`config.mk`:
```
export PLATFORM = sky130hd
export DESIGN_NAME = useq_ctrl
export DESIGN_NICKNAME = d
export VERILOG_FILES = /design/src/rtl/useq_pkg.sv /design/src/rtl/useq_store.sv /design/src/rtl/useq_next.sv /design/src/rtl/useq_gate_dec.sv /design/src/rtl/useq_ctrl.sv
export SDC_FILE = /design/constraint.sdc
export NUM_CORES = 1
export LEC_CHECK = 0
export BUFFER_PORTS_ARGS = -buffer_cell sky130_fd_sc_hd__buf_2
export CAP_MARGIN = 0
export CORE_MARGIN = 2
export CORE_UTILIZATION = 37
export CTS_CLUSTER_SIZE = 16
export DETAILED_ROUTE_END_ITERATION = 10
export MAX_ROUTING_LAYER = met4
export PLACE_DENSITY = 0.77
export SLEW_MARGIN = 15
export SYNTH_ARGS = -nofsm -noshare
export SYNTH_HDL_FRONTEND = slang
export SYNTH_SLANG_ARGS = --single-unit
export TNS_END_PERCENT = 10
```
`constraint.sdc`:
```
create_clock -name clk -period 1.7 [get_ports clk]
set_input_delay 0.17 -clock clk [delete_from_list [all_inputs] [get_ports clk]]
set_output_delay 0.17 -clock clk [all_outputs]
set_load 0.005 [all_outputs]
```
`src/rtl/useq_pkg.sv`:
```
package useq_pkg;

   localparam int UA_W = 8;
   localparam logic [UA_W-1:0] ADD_ENTRY = 8'o101;

   typedef enum logic [2:0] {
      SRC_NONE = 3'd0, SRC_PC = 3'd1, SRC_MDR = 3'd2, SRC_Z = 3'd3,
      SRC_RS = 3'd4, SRC_RD = 3'd5, SRC_TMP = 3'd6
   } bus_src_e;

   typedef enum logic [2:0] {
      DA_NONE = 3'd0, DA_PC = 3'd1, DA_IR = 3'd2, DA_Z = 3'd3,
      DA_RS = 3'd4, DA_RD = 3'd5
   } dst_a_e;

   typedef enum logic [2:0] {
      DB_NONE = 3'd0, DB_MAR = 3'd1, DB_MDR = 3'd2, DB_TMP = 3'd3,
      DB_Y = 3'd4
   } dst_b_e;

   localparam logic [3:0] ALU_ADD = 4'b0001;
   localparam logic [1:0] MEM_NONE = 2'b00;
   localparam logic [1:0] MEM_RD = 2'b01;
   localparam logic [1:0] MEM_WR = 2'b10;

   typedef struct packed {
      logic [UA_W-1:0] nxt;
      bus_src_e        src;
      dst_a_e          da;
      dst_b_e          db;
      logic [3:0]      alu;
      logic [1:0]      mem;
      logic            sel4;
      logic            wmfc;
      logic            or_ind;
      logic            or_mode;
      logic            dispatch;
   } uword_t;

   function automatic uword_t uword_at(input logic [UA_W-1:0] a);
      uword_t w;
      w = '0;
      case (a)
         8'o000: begin
            w.nxt = 8'o001; w.src = SRC_PC; w.db = DB_MAR; w.mem = MEM_RD;
            w.sel4 = 1'b1; w.alu = ALU_ADD; w.da = DA_Z;
         end
         8'o001: begin
            w.nxt = 8'o002; w.src = SRC_Z; w.da = DA_PC; w.db = DB_Y;
            w.wmfc = 1'b1;
         end
         8'o002: begin
            w.nxt = 8'o003; w.src = SRC_MDR; w.da = DA_IR;
         end
         8'o003: begin
            w.dispatch = 1'b1; w.or_mode = 1'b1;
         end
         8'o101: begin
            w.nxt = 8'o172; w.src = SRC_RS; w.db = DB_Y;
         end
         8'o121: begin
            w.nxt = 8'o122; w.src = SRC_RS; w.db = DB_MAR; w.mem = MEM_RD;
            w.sel4 = 1'b1; w.alu = ALU_ADD; w.da = DA_Z;
         end
         8'o122: begin
            w.nxt = 8'o170; w.src = SRC_Z; w.da = DA_RS; w.wmfc = 1'b1;
            w.or_ind = 1'b1;
         end
         8'o170: begin
            w.nxt = 8'o171; w.src = SRC_MDR; w.db = DB_MAR; w.mem = MEM_RD;
            w.wmfc = 1'b1;
         end
         8'o171: begin
            w.nxt = 8'o172; w.src = SRC_MDR; w.db = DB_Y;
         end
         8'o172: begin
            w.nxt = 8'o173; w.src = SRC_RD; w.alu = ALU_ADD; w.da = DA_Z;
         end
         8'o173: begin
            w.nxt = 8'o000; w.src = SRC_Z; w.da = DA_RD;
         end
         default: w = '0;
      endcase
      return w;
   endfunction

endpackage

```
`src/rtl/useq_store.sv`:
```
module useq_store
   import useq_pkg::*;
#(
   parameter int DEPTH = 256
) (
   input  logic [UA_W-1:0] addr,
   output uword_t          word
);

   localparam int FULL = 2 ** UA_W;

   generate
      if (DEPTH >= FULL) begin : g_full
         always_comb word = uword_at(addr);
      end else begin : g_part
         always_comb word = (int'(addr) < DEPTH) ? uword_at(addr) : '0;
      end
   endgenerate

endmodule

```
`src/rtl/useq_next.sv`:
```
module useq_next
   import useq_pkg::*;
#(
   parameter int              OPC_W   = 5,
   parameter logic [OPC_W-1:0] ADD_OPC = 5'd1
) (
   input  logic            clk,
   input  logic            rst_n,
   input  logic [UA_W-1:0] nxt_field,
   input  logic            dispatch,
   input  logic            or_mode,
   input  logic            or_ind,
   input  logic            wmfc,
   input  logic            mem_done,
   input  logic [7:0]      ir_hi,
   output logic [UA_W-1:0] uaddr
);

   logic [OPC_W-1:0] opc;
   logic [UA_W-1:0]  start_addr, base, nxt;
   logic             stall;

   assign opc        = ir_hi[7 -: OPC_W];
   assign start_addr = (opc == ADD_OPC) ? ADD_ENTRY : '0;
   assign stall      = wmfc & ~mem_done;

   always_comb begin
      base = dispatch ? start_addr : nxt_field;
      nxt  = base;
      if (or_mode) begin
         nxt[5] = nxt[5] | ir_hi[2];
         nxt[4] = nxt[4] | ir_hi[1];
         nxt[3] = nxt[3] | (~ir_hi[2] & ~ir_hi[1] & ir_hi[0]);
      end
      if (or_ind) nxt[0] = nxt[0] | ~ir_hi[0];
   end

   always_ff @(posedge clk) begin
      if (!rst_n)      uaddr <= '0;
      else if (!stall) uaddr <= nxt;
   end

   p_stall_hold_r3: assert property (@(posedge clk) disable iff (!rst_n)
      (wmfc && !mem_done) |=> $stable(uaddr));

   p_dispatch_r4: assert property (@(posedge clk) disable iff (!rst_n)
      (dispatch && !stall && opc == ADD_OPC) |=> (uaddr[7:6] == 2'b01 && uaddr[2:0] == 3'b001));

   p_mode_hi_r5: assert property (@(posedge clk) disable iff (!rst_n)
      (or_mode && !stall && ir_hi[2]) |=> uaddr[5]);

   p_mode_lo_r5: assert property (@(posedge clk) disable iff (!rst_n)
      (or_mode && !stall && ir_hi[1]) |=> uaddr[4]);

   p_orind_r6: assert property (@(posedge clk) disable iff (!rst_n)
      (or_ind && !stall && !ir_hi[0]) |=> uaddr[0]);

   p_next_field_r7: assert property (@(posedge clk) disable iff (!rst_n)
      (!dispatch && !or_mode && !or_ind && !stall) |=> (uaddr == $past(nxt_field)));

endmodule

```
`src/rtl/useq_gate_dec.sv`:
```
module useq_gate_dec
   import useq_pkg::*;
#(
   parameter int NREG = 16
) (
   input  logic                     clk,
   input  logic                     rst_n,
   input  bus_src_e                 src,
   input  dst_a_e                   da,
   input  dst_b_e                   db,
   input  logic [1:0]               mem,
   input  logic [$clog2(NREG)-1:0]  rs_sel,
   input  logic [$clog2(NREG)-1:0]  rd_sel,
   output logic                     bus_pc_drv,
   output logic                     bus_mdr_drv,
   output logic                     bus_z_drv,
   output logic                     bus_tmp_drv,
   output logic                     ld_pc,
   output logic                     ld_ir,
   output logic                     ld_z,
   output logic                     ld_mar,
   output logic                     ld_mdr,
   output logic                     ld_tmp,
   output logic                     ld_y,
   output logic                     mem_rd,
   output logic                     mem_wr,
   output logic [NREG-1:0]          reg_drv,
   output logic [NREG-1:0]          reg_ld
);

   localparam int RSEL_W = $clog2(NREG);

   logic rs_out, rd_out, rs_in, rd_in;

   assign bus_pc_drv  = (src == SRC_PC);
   assign bus_mdr_drv = (src == SRC_MDR);
   assign bus_z_drv   = (src == SRC_Z);
   assign bus_tmp_drv = (src == SRC_TMP);
   assign rs_out      = (src == SRC_RS);
   assign rd_out      = (src == SRC_RD);

   assign ld_pc = (da == DA_PC);
   assign ld_ir = (da == DA_IR);
   assign ld_z  = (da == DA_Z);
   assign rs_in = (da == DA_RS);
   assign rd_in = (da == DA_RD);

   assign ld_mar = (db == DB_MAR);
   assign ld_mdr = (db == DB_MDR);
   assign ld_tmp = (db == DB_TMP);
   assign ld_y   = (db == DB_Y);

   assign mem_rd = (mem == MEM_RD);
   assign mem_wr = (mem == MEM_WR);

   generate
      for (genvar i = 0; i < NREG; i++) begin : g_reg
         assign reg_drv[i] = (rs_out && rs_sel == RSEL_W'(i)) ||
                             (rd_out && rd_sel == RSEL_W'(i));
         assign reg_ld[i]  = (rs_in && rs_sel == RSEL_W'(i)) ||
                             (rd_in && rd_sel == RSEL_W'(i));
      end
   endgenerate

   p_drv_onehot_r8: assert property (@(posedge clk) disable iff (!rst_n)
      $onehot0(reg_drv));

   p_ld_onehot_r8: assert property (@(posedge clk) disable iff (!rst_n)
      $onehot0(reg_ld));

   p_bus_single_r9: assert property (@(posedge clk) disable iff (!rst_n)
      $onehot0({bus_pc_drv, bus_mdr_drv, bus_z_drv, bus_tmp_drv, |reg_drv}));

   p_rw_excl_r9: assert property (@(posedge clk) disable iff (!rst_n)
      !(mem_rd && mem_wr));

endmodule

```
`src/rtl/useq_ctrl.sv`:
```
module useq_ctrl
   import useq_pkg::*;
#(
   parameter int                IR_W    = 16,
   parameter int                NREG    = 16,
   parameter int                DEPTH   = 256,
   parameter int                OPC_W   = 5,
   parameter logic [OPC_W-1:0]  ADD_OPC = 5'd1
) (
   input  logic              clk,
   input  logic              rst_n,
   input  logic [IR_W-1:0]   ir_word,
   input  logic              mem_done,
   output logic [UA_W-1:0]   uaddr,
   output logic              bus_pc_drv,
   output logic              bus_mdr_drv,
   output logic              bus_z_drv,
   output logic              bus_tmp_drv,
   output logic              ld_pc,
   output logic              ld_ir,
   output logic              ld_z,
   output logic              ld_mar,
   output logic              ld_mdr,
   output logic              ld_tmp,
   output logic              ld_y,
   output logic [3:0]        alu_op,
   output logic              mem_rd,
   output logic              mem_wr,
   output logic              alu_b_const,
   output logic              wait_mem,
   output logic [NREG-1:0]   reg_drv,
   output logic [NREG-1:0]   reg_ld
);

   localparam int RSEL_W = $clog2(NREG);

   generate
      if (IR_W != 16) begin : g_bad_ir
         $error("useq_ctrl: instruction layout needs IR_W of 16");
      end
      if (RSEL_W != 4) begin : g_bad_reg
         $error("useq_ctrl: register fields are 4 bits, NREG must be 9..16");
      end
      if (OPC_W != 5) begin : g_bad_opc
         $error("useq_ctrl: opcode field is IR[15:11]");
      end
      if (DEPTH <= 123 || DEPTH > 2 ** UA_W) begin : g_bad_depth
         $error("useq_ctrl: DEPTH must cover the programmed routines");
      end
   endgenerate

   uword_t cur;

   useq_store #(.DEPTH(DEPTH)) u_store (
      .addr (uaddr),
      .word (cur)
   );

   useq_next #(.OPC_W(OPC_W), .ADD_OPC(ADD_OPC)) u_next (
      .clk       (clk),
      .rst_n     (rst_n),
      .nxt_field (cur.nxt),
      .dispatch  (cur.dispatch),
      .or_mode   (cur.or_mode),
      .or_ind    (cur.or_ind),
      .wmfc      (cur.wmfc),
      .mem_done  (mem_done),
      .ir_hi     (ir_word[15:8]),
      .uaddr     (uaddr)
   );

   useq_gate_dec #(.NREG(NREG)) u_gate (
      .clk         (clk),
      .rst_n       (rst_n),
      .src         (cur.src),
      .da          (cur.da),
      .db          (cur.db),
      .mem         (cur.mem),
      .rs_sel      (ir_word[7:4]),
      .rd_sel      (ir_word[3:0]),
      .bus_pc_drv  (bus_pc_drv),
      .bus_mdr_drv (bus_mdr_drv),
      .bus_z_drv   (bus_z_drv),
      .bus_tmp_drv (bus_tmp_drv),
      .ld_pc       (ld_pc),
      .ld_ir       (ld_ir),
      .ld_z        (ld_z),
      .ld_mar      (ld_mar),
      .ld_mdr      (ld_mdr),
      .ld_tmp      (ld_tmp),
      .ld_y        (ld_y),
      .mem_rd      (mem_rd),
      .mem_wr      (mem_wr),
      .reg_drv     (reg_drv),
      .reg_ld      (reg_ld)
   );

   assign alu_op      = cur.alu;
   assign alu_b_const = cur.sel4;
   assign wait_mem    = cur.wmfc;

endmodule

```
Word level (Yosys, flattened, before mapping)

Cells that the tools add are included.

Equal/unequal tests: 58
Multiplexer cells: 13
Bitwise operators: 11
Reductions and logical operators: 104

Operators with widths:

| operator             | count |
|---|---|
| $pmux W10 S10        | 1 |
| $eq A4 B4 Y1 const B | 16 |
| $logic_and A1 B1 Y1  | 64 |
| $eq A8 B7 Y1 const B | 7 |
| $eq A4 B3 Y1 const B | 8 |
| $logic_or A1 B1 Y1   | 32 |
| $eq A3 B2 Y1 const B | 6 |
| $eq A3 B3 Y1 const B | 6 |
| $eq A4 B2 Y1 const B | 4 |
| $eq A8 B2 Y1 const B | 2 |
| $pmux W3 S5          | 1 |
| $reduce_or A3 Y1     | 4 |
| $eq A3 B1 Y1 const B | 3 |
| $eq A4 B1 Y1 const B | 2 |
| $eq A8 B1 Y1 const B | 1 |
| $logic_not A4 Y1     | 2 |
| $logic_not A8 Y1     | 1 |
| $mux W8              | 1 |
| $mux W7              | 1 |
| $mux W1              | 6 |
| $pmux W3 S2          | 1 |
| $eq A5 B1 Y1 const B | 1 |
| $not A1 Y1           | 4 |
| $or A1 B1 Y1         | 4 |
| 6 further kinds      | 8 |

Register bits: 8
Input port bits: 19
Output and inout bits: 59
Logic and storage cells: 187

Longest topological paths before layout

Gate-level depths: netlist of the first run.

Depth in word-level cells: 6
Mapped depth: 5
Mapped depth without buffers: 4

Hierarchy

A second synthesis of the first run with hierarchy kept.

Cell total of the unflattened synthesis: 207
Area total of the unflattened synthesis: 1670.4 sq um

By module, submodules not included:

| module        | instances | cells each | area an instance (sq um) | sequential area each (sq um) |
|---|---|---|---|---|
| useq_gate_dec | 1         | 95         | 847.1                    | 0.0 |
| useq_store    | 1         | 72         | 475.5                    | 0.0 |
| useq_next     | 1         | 40         | 347.8                    | 160.2 |

Least setup slack after synthesis of the first run

No wires, ideal clock.

Path type: register -> register
From: register u_next.uaddr[5]
To: register u_next.uaddr[0]
Setup time: 0.088 ns
Arrival: 1.591 ns
Required time: 1.612 ns
Slack: 0.021 ns
Stages on the path, launching flop included: 6
Buffers on the path: 1
Clock period less this slack: 1.679 ns
Cell sequence: dfxtp_1 or4_1 buf_2 nor4_4 nor2_2 a311oi_2

Word-level cells in the longest chain between the ends: 5
Elaborated cells between the ends (all ways): 20
Classes of those cells: 10 x eq/ne; 6 x mux; 2 x bitwise; 2 x reduce/logical

RTL lines:

| element                                         | line            | source |
|---|---|---|
| start, declared                                 | useq_next.sv:16 | `output logic [UA_W-1:0] uaddr` |
| start signal, assigned                          | useq_next.sv:40 | `else if (!stall) uaddr <= nxt;` |
| $eq A8 B7 Y1, or another cell as far along      | useq_pkg.sv:43  | `case (a)` |
| $pmux W10 S10 / $mux W2 (equally long branches) | useq_pkg.sv:43  |  |
| $mux W8                                         | useq_next.sv:28 | `base = dispatch ? start_addr : nxt_field;` |
| $or A1 B1 Y1                                    | useq_next.sv:35 | `if (or_ind) nxt[0] = nxt[0] \| ~ir_hi[0];` |
| $mux W1                                         | useq_next.sv:35 |  |

Parallel ways exist; a longest one is shown, timed or not.
A chain may end at the register's enable or synchronous reset.

Final worst setup path of the first run

From: register u_next.uaddr[5]
To: output port reg_ld[6]

Word-level cells in the longest chain between the ends: 6
Elaborated cells between the ends (all ways): 14
Classes of those cells: 8 x eq/ne; 1 x mux; 5 x reduce/logical

RTL lines:

| element                                                 | line                                     | source |
|---|---|---|
| $eq A8 B7 Y1 / $logic_not A8 Y1 (equally long branches) | useq_pkg.sv:43                           |  |
| $reduce_or A3 Y1 (no source line)                       | --                                       |  |
| $pmux W3 S5 (*)                                         | useq_pkg.sv:43                           |  |
| $eq A3 B3 Y1 (on tied branches)                         | useq_gate_dec.sv:45, useq_gate_dec.sv:46 |  |
| $logic_and A1 B1 Y1 (on tied branches)                  | useq_gate_dec.sv:60, useq_gate_dec.sv:61 |  |
| $logic_or A1 B1 Y1 (*)                                  | useq_gate_dec.sv:60                      | `assign reg_ld[i] = (rs_in && rs_sel == RSEL_W'(i)) \|\|` |
| end, declared                                           | useq_ctrl.sv:32                          | `output logic [NREG-1:0] reg_ld` |

Mark *: on every way between the ends. The rest lies on a longest branch, timed or not.

==> results summary, run 1 <==
The register bank with the most flops is u_next.uaddr. The first-iteration detailed-routing DRC count came out at 54. Counting distinct cell types in the post-synthesis netlist gives 40. STA classifies the critical path startpoint as a register. The design draws about 0.001 W. The run finished, with violations left. The floorplan step set the die width to a little under 60 um. In this run the most critical hold path is launched from rst_n. The post-route minimum period is 1.82 ns.

TritonCTS built the clock tree. Setup violations remaining at the end of the flow were counted as 26. The number of buffers added to fix hold violations after cts is 0. After synthesis the netlist holds a flip-flop and latch count of 6. The maximum achievable frequency came out at between 500 and 600 MHz. The number of buffers between clock root and the deepest sink is 2. During I/O placement, the number of pins put on the boundary was 78.

The detailed-route wire length per cell came out at 15.0 um. The worst clock skew is ~0.009 ns. The critical path is of the reg -> out type. The number of instances in the synthesized netlist came out at ~170.

The cell area after placement came out at 0.00150 mm^2. Relative to the synthesized area, the layout overhead comes to 68.3%. At the end of the flow, the number of nets in the layout was between 200 and 300. The cell with the largest stage delay on the worst path is sky130_fd_sc_hd__or4_4. The arrival time at the worst endpoint came out at 1.65 ns.

The initial core utilization is 39.0%. The initial antenna violation count is 0. The cell type with the largest total area after synthesis is sky130_fd_sc_hd__o22ai_1. The largest vdd supply drop is about 0.46 mV. The number of global-route vias before repair came out at around 1,400. Setup repair after global routing could not meet its margin everywhere.

The first detailed-routing pass ran for 8 iterations. The share of synthesized registers carrying an async set or reset is 0%. For this block, the routed nets add up to roughly 4200 um of wire. The number of synthesis warnings came out at 0. The count of max-cap constraint violations came out at 0. The checks that failed: negative setup slack. The via count is 1,643. The final total negative setup slack is -1.29 ns. The average size of a mapped cell came out at 6.44 um^2. The post-layout instance area came out at approximately 0.0018 mm^2.

Across every metal layer, demand over resource in global routing totals between 20 and 25%. The standard-cell row count came out at 19. The number of buffers inserted by port buffering came out at 68. The biggest cell delay along the critical path is 0.53 ns. The root buffer cell is sky130_fd_sc_hd__clkbuf_4. The termination of the worst setup path is reg_ld[6]. The floorplan core area came out at around 0.0028 mm^2. The maximum number of pins on one net before global-route repair is 15.

The largest registers in the layout are u_next.uaddr: 6 flops. The number of filler cells placed in the layout came out at around 250. The final critical path takes up 107% of the cycle. The register with the most flip-flops in the layout has 6 of them. Walking the worst path, the cells encountered are or2_4 -> or4_4 -> o22ai_2 -> buf_2.

By count the netlist is led by sky130_fd_sc_hd__o22ai_1, sky130_fd_sc_hd__nand2_1, sky130_fd_sc_hd__nor2_1. The critical path startpoint is u_next.uaddr[5]. The final setup slack of the worst path came out at -0.124 ns. The fraction of final layout cells sized beyond drive strength 1 came out at between 50 and 60%.

After detailed routing, the number of remaining DRC violations is 0. The flop-to-flop setup slack came out at ~0.05 ns. The final count of hold timing violations was 0. Clock-pin slew was measured on the worst setup and hold paths at ~0.040 ns. The total clock buffers created by CTS came out at 3. The maximum fanout along the worst path is 4. Yosys attributes the largest share of cell area to sky130_fd_sc_hd__o22ai_1, sky130_fd_sc_hd__dfxtp_1, sky130_fd_sc_hd__nand2_1, sky130_fd_sc_hd__buf_4, sky130_fd_sc_hd__nand2b_1. The share of synthesized area in the top cell type comes to 19.8%. 0 antenna diodes ended up in the layout. The later pin in the worst-skew pair is clocked with a latency of ~0.25 ns. The count of nets left with antenna violations after detail routing came out at 0. The weighted congestion reported at the end of routability-driven placement came out at around 0.89. In this run the critical register-to-register path is launched from u_next.uaddr[5]. The sink count of the clock tree is 6.

The dominant register cell in the synthesized netlist is sky130_fd_sc_hd__dfxtp_1. The hold path depth came out at 3. Sequential cells were found to cover ~11% of the synthesized design area. The first global-routing pass estimated about 6400 um of wire. The mapped cell area came out at around 0.0011 mm^2. The reg-to-reg endpoint is u_next.uaddr[1]. Power spread over the standard cell area amounts to around 550 mW/mm^2. For this run the aggregate overflow at the end of global routing stands at 0. The number of H-tree branching levels came out at 1. The half-perimeter wire length after placement is slightly above 3000 um. The kind of capture point of the worst setup path is an output pin. The path class of the tightest hold or removal check is in -> reg. The floorplan step set the die height to about 58 um.

The total count of max-transition violations in the final report came out at 0. By instance count, the leading cell after synthesis is sky130_fd_sc_hd__o22ai_1. Using the TritonRoute via totals, the vias-per-cell ratio works out to between 5 and 6.

The worst register-to-register path has a depth of 5. For the worst setup path, the data required time is ~1.5 ns. The count of flip-flops with a built-in enable after synthesis came out at 0.

The leakage power is 0.847 nW. The floorplan die area is around 0.0034 mm^2.
==> critical path: cells and delay by family, from the launching register on <==
kind	cells	cell delay (ns)
AOI/OAI and AO/OA	1	0.16
buffers and inverters	1	0.14
DFF	1	0.32
and+or+nand+nor	2	0.79
==> cell usage in the layout, fill, tap and decap left out, types with 4 or more instances in the layout <==
cell	Yosys	layout
sky130_fd_sc_hd__nor2_1	16	11
sky130_fd_sc_hd__buf_6	2	5
sky130_fd_sc_hd__buf_2	2	68
sky130_fd_sc_hd__o22ai_2	0	9
sky130_fd_sc_hd__dfxtp_2	0	5
sky130_fd_sc_hd__o22ai_1	34	25
sky130_fd_sc_hd__buf_4	9	16
sky130_fd_sc_hd__nand2_2	0	4
sky130_fd_sc_hd__nand2_1	19	15
sky130_fd_sc_hd__a21oi_1	6	5
sky130_fd_sc_hd__conb_1	1	9
sky130_fd_sc_hd__nand2b_1	10	8
==> layout make-up <==
type                       count  area (um^2)  share of cell area, %
clock buffer                   3         22.5                   1.24
timing repair buffer          90          537                   29.7
sequential                     6          130                   7.19
inverter                       3         11.3                  0.622
multi-input combinational    147         1070                   59.1
tap                           31         38.8                   2.14
==> kinds of logic (layout without fill, tap and decap cells) <==
| kind of cell | after synthesis | after routing | synth area share [%] |
|---|---|---|---|
| compound gates | 56 | 56 | 33.4 |
| flops | 6 | 6 | 11.2 |
| buf+inv | 22 | 96 | 12.5 |
| simple gates | 82 | 82 | 42.6 |
| other cells | 1 | 9 | 0.349 |
==> repair_timing <==
action	4_1_cts	5_1_grt
resized for setup	29	30
setup buffers	3	2
setup endpoints to repair	40	47
pin swaps	11	11
==> worst min-delay path by stage <==
stage | end | slack (ns)
after floorplan | u_next.uaddr[3] | 0.31
after global placement | u_next.uaddr[4] | 0.45
after detailed placement | u_next.uaddr[3] | 0.46
after CTS | u_next.uaddr[5] | 0.20
after global routing | u_next.uaddr[5] | 0.21
final | u_next.uaddr[3] | 0.20
==> power breakdown <==
group / switching, W / internal (W)
Clock: 0.0000520 / 0.0000799
Combinational: 0.000334 / 0.000342
Sequential: 0.0000274 / 0.000164
Total: 0.000414 / 0.000586
==> stage by stage <==
step           cells  hold slack, ns  worst slack (ns)  util (%)
4_1_cts          278           0.199            -0.105      60.1
5_1_grt          280           0.211            -0.168      65.6
2_1_floorplan    175           0.310            0.0207         -
6_report         280           0.203            -0.124      65.6
3_5_place_dp     272           0.455            0.0205      54.4
3_3_place_gp     272           0.455            0.0413      54.4
==> layer usage <==
| metal | wire, um | up-vias | share of wire [%] | track usage, % |
|---|---|---|---|---|
| met5 | 0 | - | 0 | - |
| met3 | 295 | 11 | 7.0 | 4.91 |
| met2 | 2150 | 86 | 51 | 45.3 |
| met4 | 88 | 0 | 2.1 | 4.32 |
| met1 | 1680 | 754 | 40 | 27.7 |
| li1 | - | 792 | - | - |
No activity file was read; power rests on OpenSTA's default activity.
==> run 2, diff against run 1 <==
--- a/config.mk
+++ b/config.mk
@@ -8,11 +8,11 @@
 export BUFFER_PORTS_ARGS = -buffer_cell sky130_fd_sc_hd__buf_2
 export CAP_MARGIN = 0
 export CORE_MARGIN = 2
-export CORE_UTILIZATION = 37
+export CORE_UTILIZATION = 41
 export CTS_CLUSTER_SIZE = 16
 export DETAILED_ROUTE_END_ITERATION = 10
 export MAX_ROUTING_LAYER = met4
-export PLACE_DENSITY = 0.77
+export PLACE_DENSITY = 0.79
 export SLEW_MARGIN = 15
 export SYNTH_ARGS = -nofsm -noshare
 export SYNTH_HDL_FRONTEND = slang
==> constraint.sdc (replaced) <==
create_clock -name clk -period 2 [get_ports clk]
set_input_delay 0.2 -clock clk [delete_from_list [all_inputs] [get_ports clk]]
set_output_delay 0.2 -clock clk [all_outputs]
set_load 0.005 [all_outputs]
==> results summary, run 2 (same netlist as run 1, synthesis figures left out) <==
For this run, the slowest stage of the critical path takes just under 0.6 ns. The relative contribution of sequential cells to total power is ~24%. The type of element launching the critical path is a register. For this design the ratio of total power to cell area is between 400 and 500 mW/mm^2.

In this run the remaining antenna-violating nets after routing total 0. The type of the worst setup path is reg -> out. The kind of capture point of the worst setup path is an output pin. The final critical path takes up just under 100% of the cycle. The total power came out at slightly above 0.0007 W. Registers take around 130 um^2. Cell internal power was estimated by the tool at 0.000411 W. The worst hold path terminates at u_next.uaddr[5]. The standard-cell row count came out at 18.

For this configuration, the core starts out at a cell density of 43.4%. The number of filler cells placed in the layout came out at approximately 260. The worst register-to-register path begins at u_next.uaddr[5].

The fraction of final layout cells sized beyond drive strength 1 came out at between 40% and 50%. Setup violations remaining at the end of the flow were counted as 0. The net switching share of the total power came out at between 40% and 50%. The floorplan step defined a core boundary enclosing 0.00248 mm^2.

The run finished with clean final reports. The final total negative setup slack is 0 ns. In this run the number of H-tree levels came out at 1. The non-filler instance count after layout came out at 265. The critical path goes through buf_4 -> nand2_1 -> or4_4 -> o22ai_1 -> buf_2.

Leaving out fill and tap cells, the most frequent cells in the layout are sky130_fd_sc_hd__buf_2, sky130_fd_sc_hd__o22ai_1, sky130_fd_sc_hd__nand2_1, sky130_fd_sc_hd__nor2_1. The worst register-to-register path ends at u_next.uaddr[0]. Grouping stages by cell kind, the critical path spends the most delay in simple AND/OR/NAND/NOR gates. The path class of the tightest hold or removal check is in -> reg. The clock network latency to the later pin of the worst-skew pair came out at 0.24 ns. The overall routed net length is 3550 um. The number of buffers added to fix hold violations after cts is 0.

The register bank with the most flops is u_next.uaddr. The logic depth of the worst setup path including buffers came out at 5. The first-iteration detailed-routing DRC count came out at just over 80. The final count of hold timing violations came out at 0. The critical path data required time came out at 1.80 ns.

The total clock buffers created by CTS came out at 3. In the final layout, the registers with the most flip-flops are u_next.uaddr: 6 flops. Across the run, the number of max-cap violations was 0.

The post-placement cell count is between 200 and 300. The flop-to-flop setup slack is ~0.17 ns. The total count of max-transition violations in the final report was 0. The number of cells on the worst reg-to-reg path is 5. The clock transition at the registers of the reported paths is ~0.04 ns.

TritonCTS built the clock tree. Compared with the post-synthesis result, the final layout area differs by 38.6%. The arrival time at the worst endpoint came out at about 1.8 ns. The wire length of the first global-routing pass came out at ~5500 um. The average vias per placed instance is roughly 5.8. The post-route minimum period came out at roughly 2.0 ns. The number of global-route vias before repair came out at ~1,200.

The sink count of the clock tree is 6. The number of buffers inserted by port buffering came out at 68. The maximum fanout along the worst path came out at 8. Routability-driven placement finished with a final weighted congestion of around 0.96. The half-perimeter wire length after placement came out at roughly 2800 um. Combinational cells account for 60.6% of the total power. The startpoint of the lowest-slack hold path is ir_word[10]. The die covers slightly above 0.003 mm^2.

The most common cell after layout, fill and taps aside is sky130_fd_sc_hd__buf_2. Setup repair after global routing could not meet its margin everywhere. The final route contains approximately 1,500 vias. The vertical die dimension came out at roughly 55 um. The maximum achievable frequency is approximately 500 MHz. The leakage power came out at between 0.7 and 0.8 nW.

The cell sitting at the root of the clock tree is a sky130_fd_sc_hd__clkbuf_4. The number of setup buffers added after CTS is 0. Entering global routing, the biggest net connects 11 pins. The post-route core utilization came out at around 60%. The net count of the finished layout is roughly 260.

The worst clock skew came out at approximately 0.00081 ns. In the final layout, the multi-input gates occupy between 800 and 900 um^2. The width of the chip is between 50 and 60 um. The part of the power in the clock network came out at between 15 and 20%. The number of detailed-routing iterations run before antenna repair is 4.

The largest vdd supply drop came out at ~0.36 mV. The repair_antennas step left the layout with diodes totalling 0. The initial antenna violation count came to 0. The total overflow left after global routing is 0. The worst slack on hold paths came out at about 0.22 ns.

On the critical path, the stage with the largest delay is an instance of sky130_fd_sc_hd__or4_4. The number of remaining DRC errors came out at 0. The clock passes through at most 2 buffers.

The buffer and inverter count on the worst path is 2. The top-level port count came out at between 70 and 80. Summed over all nets, the switching power comes to slightly above 0.0003 W. Global routing consumed, over all layers together, a little over a fifth of the routing resources. The hold path depth is 3.

After detailed routing, the average wire length per cell comes to between 10 and 15 um. The register with the most flip-flops in the layout has 6 of them.
## run 2: repair_timing
item | in CTS | in global routing
setup endpoints to repair | 30 | 32
pin swaps | 0 | 1
resized for setup | 5 | 11
## run 2: per-stage QoR
stage                     setup slack, ns  cell area (um^2)
after floorplan                     0.293              1100
after global placement              0.163              1420
after detailed placement            0.164              1420
after CTS                         -0.0139              1460
after global routing              -0.0324              1490
final                              0.0223              1490
## run 2: worst reg2reg max path, delay by kind of cell (launching register included)
kind | cells | cell delay (ns)
buffers and inverters | 1 | 0.19
AND/OR/NAND/NOR | 3 | 0.94
flip-flops | 1 | 0.35
AO/OA/AOI/OAI | 1 | 0.26
## run 2: worst max-delay path by stage
stage | startpoint | to | slack [ns]
2_1_floorplan | u_next.uaddr[5] | alu_b_const | 0.29
6_report | u_next.uaddr[6] | reg_ld[5] | 0.02
3_3_place_gp | u_next.uaddr[5] | u_next.uaddr[0] | 0.16
5_1_grt | u_next.uaddr[6] | reg_ld[5] | -0.03
4_1_cts | u_next.uaddr[5] | reg_ld[5] | -0.01
3_5_place_dp | u_next.uaddr[5] | u_next.uaddr[0] | 0.16
## run 2: layer usage
metal / vias to the layer above / track usage, % / wire, um
li1: 750 / - / -
met1: 685 / 28.6 / 1480
met2: 93 / 35.7 / 1690
met3: 0 / 3.98 / 376
met4: 0 / 4.18 / 0
met5: - / - / 0
## run 2: cell type report
type / instances / area share [%]
clock buffer: 3 / 1.51
inverter: 3 / 0.756
multi-input combinational: 147 / 59.8
sequential: 6 / 8.56
tap: 30 / 2.52
timing repair buffer: 76 / 26.9
## run 2: power groups by stage
stage / combinational [W] / sequential (W) / clock (W)
floorplan: 0.000270 / 0.000157 / 0
global placement: 0.000407 / 0.000166 / 0
detailed placement: 0.000411 / 0.000167 / 0
CTS: 0.000422 / 0.000166 / 0.000111
global route: 0.000475 / 0.000179 / 0.000119
finish: 0.000432 / 0.000173 / 0.000108
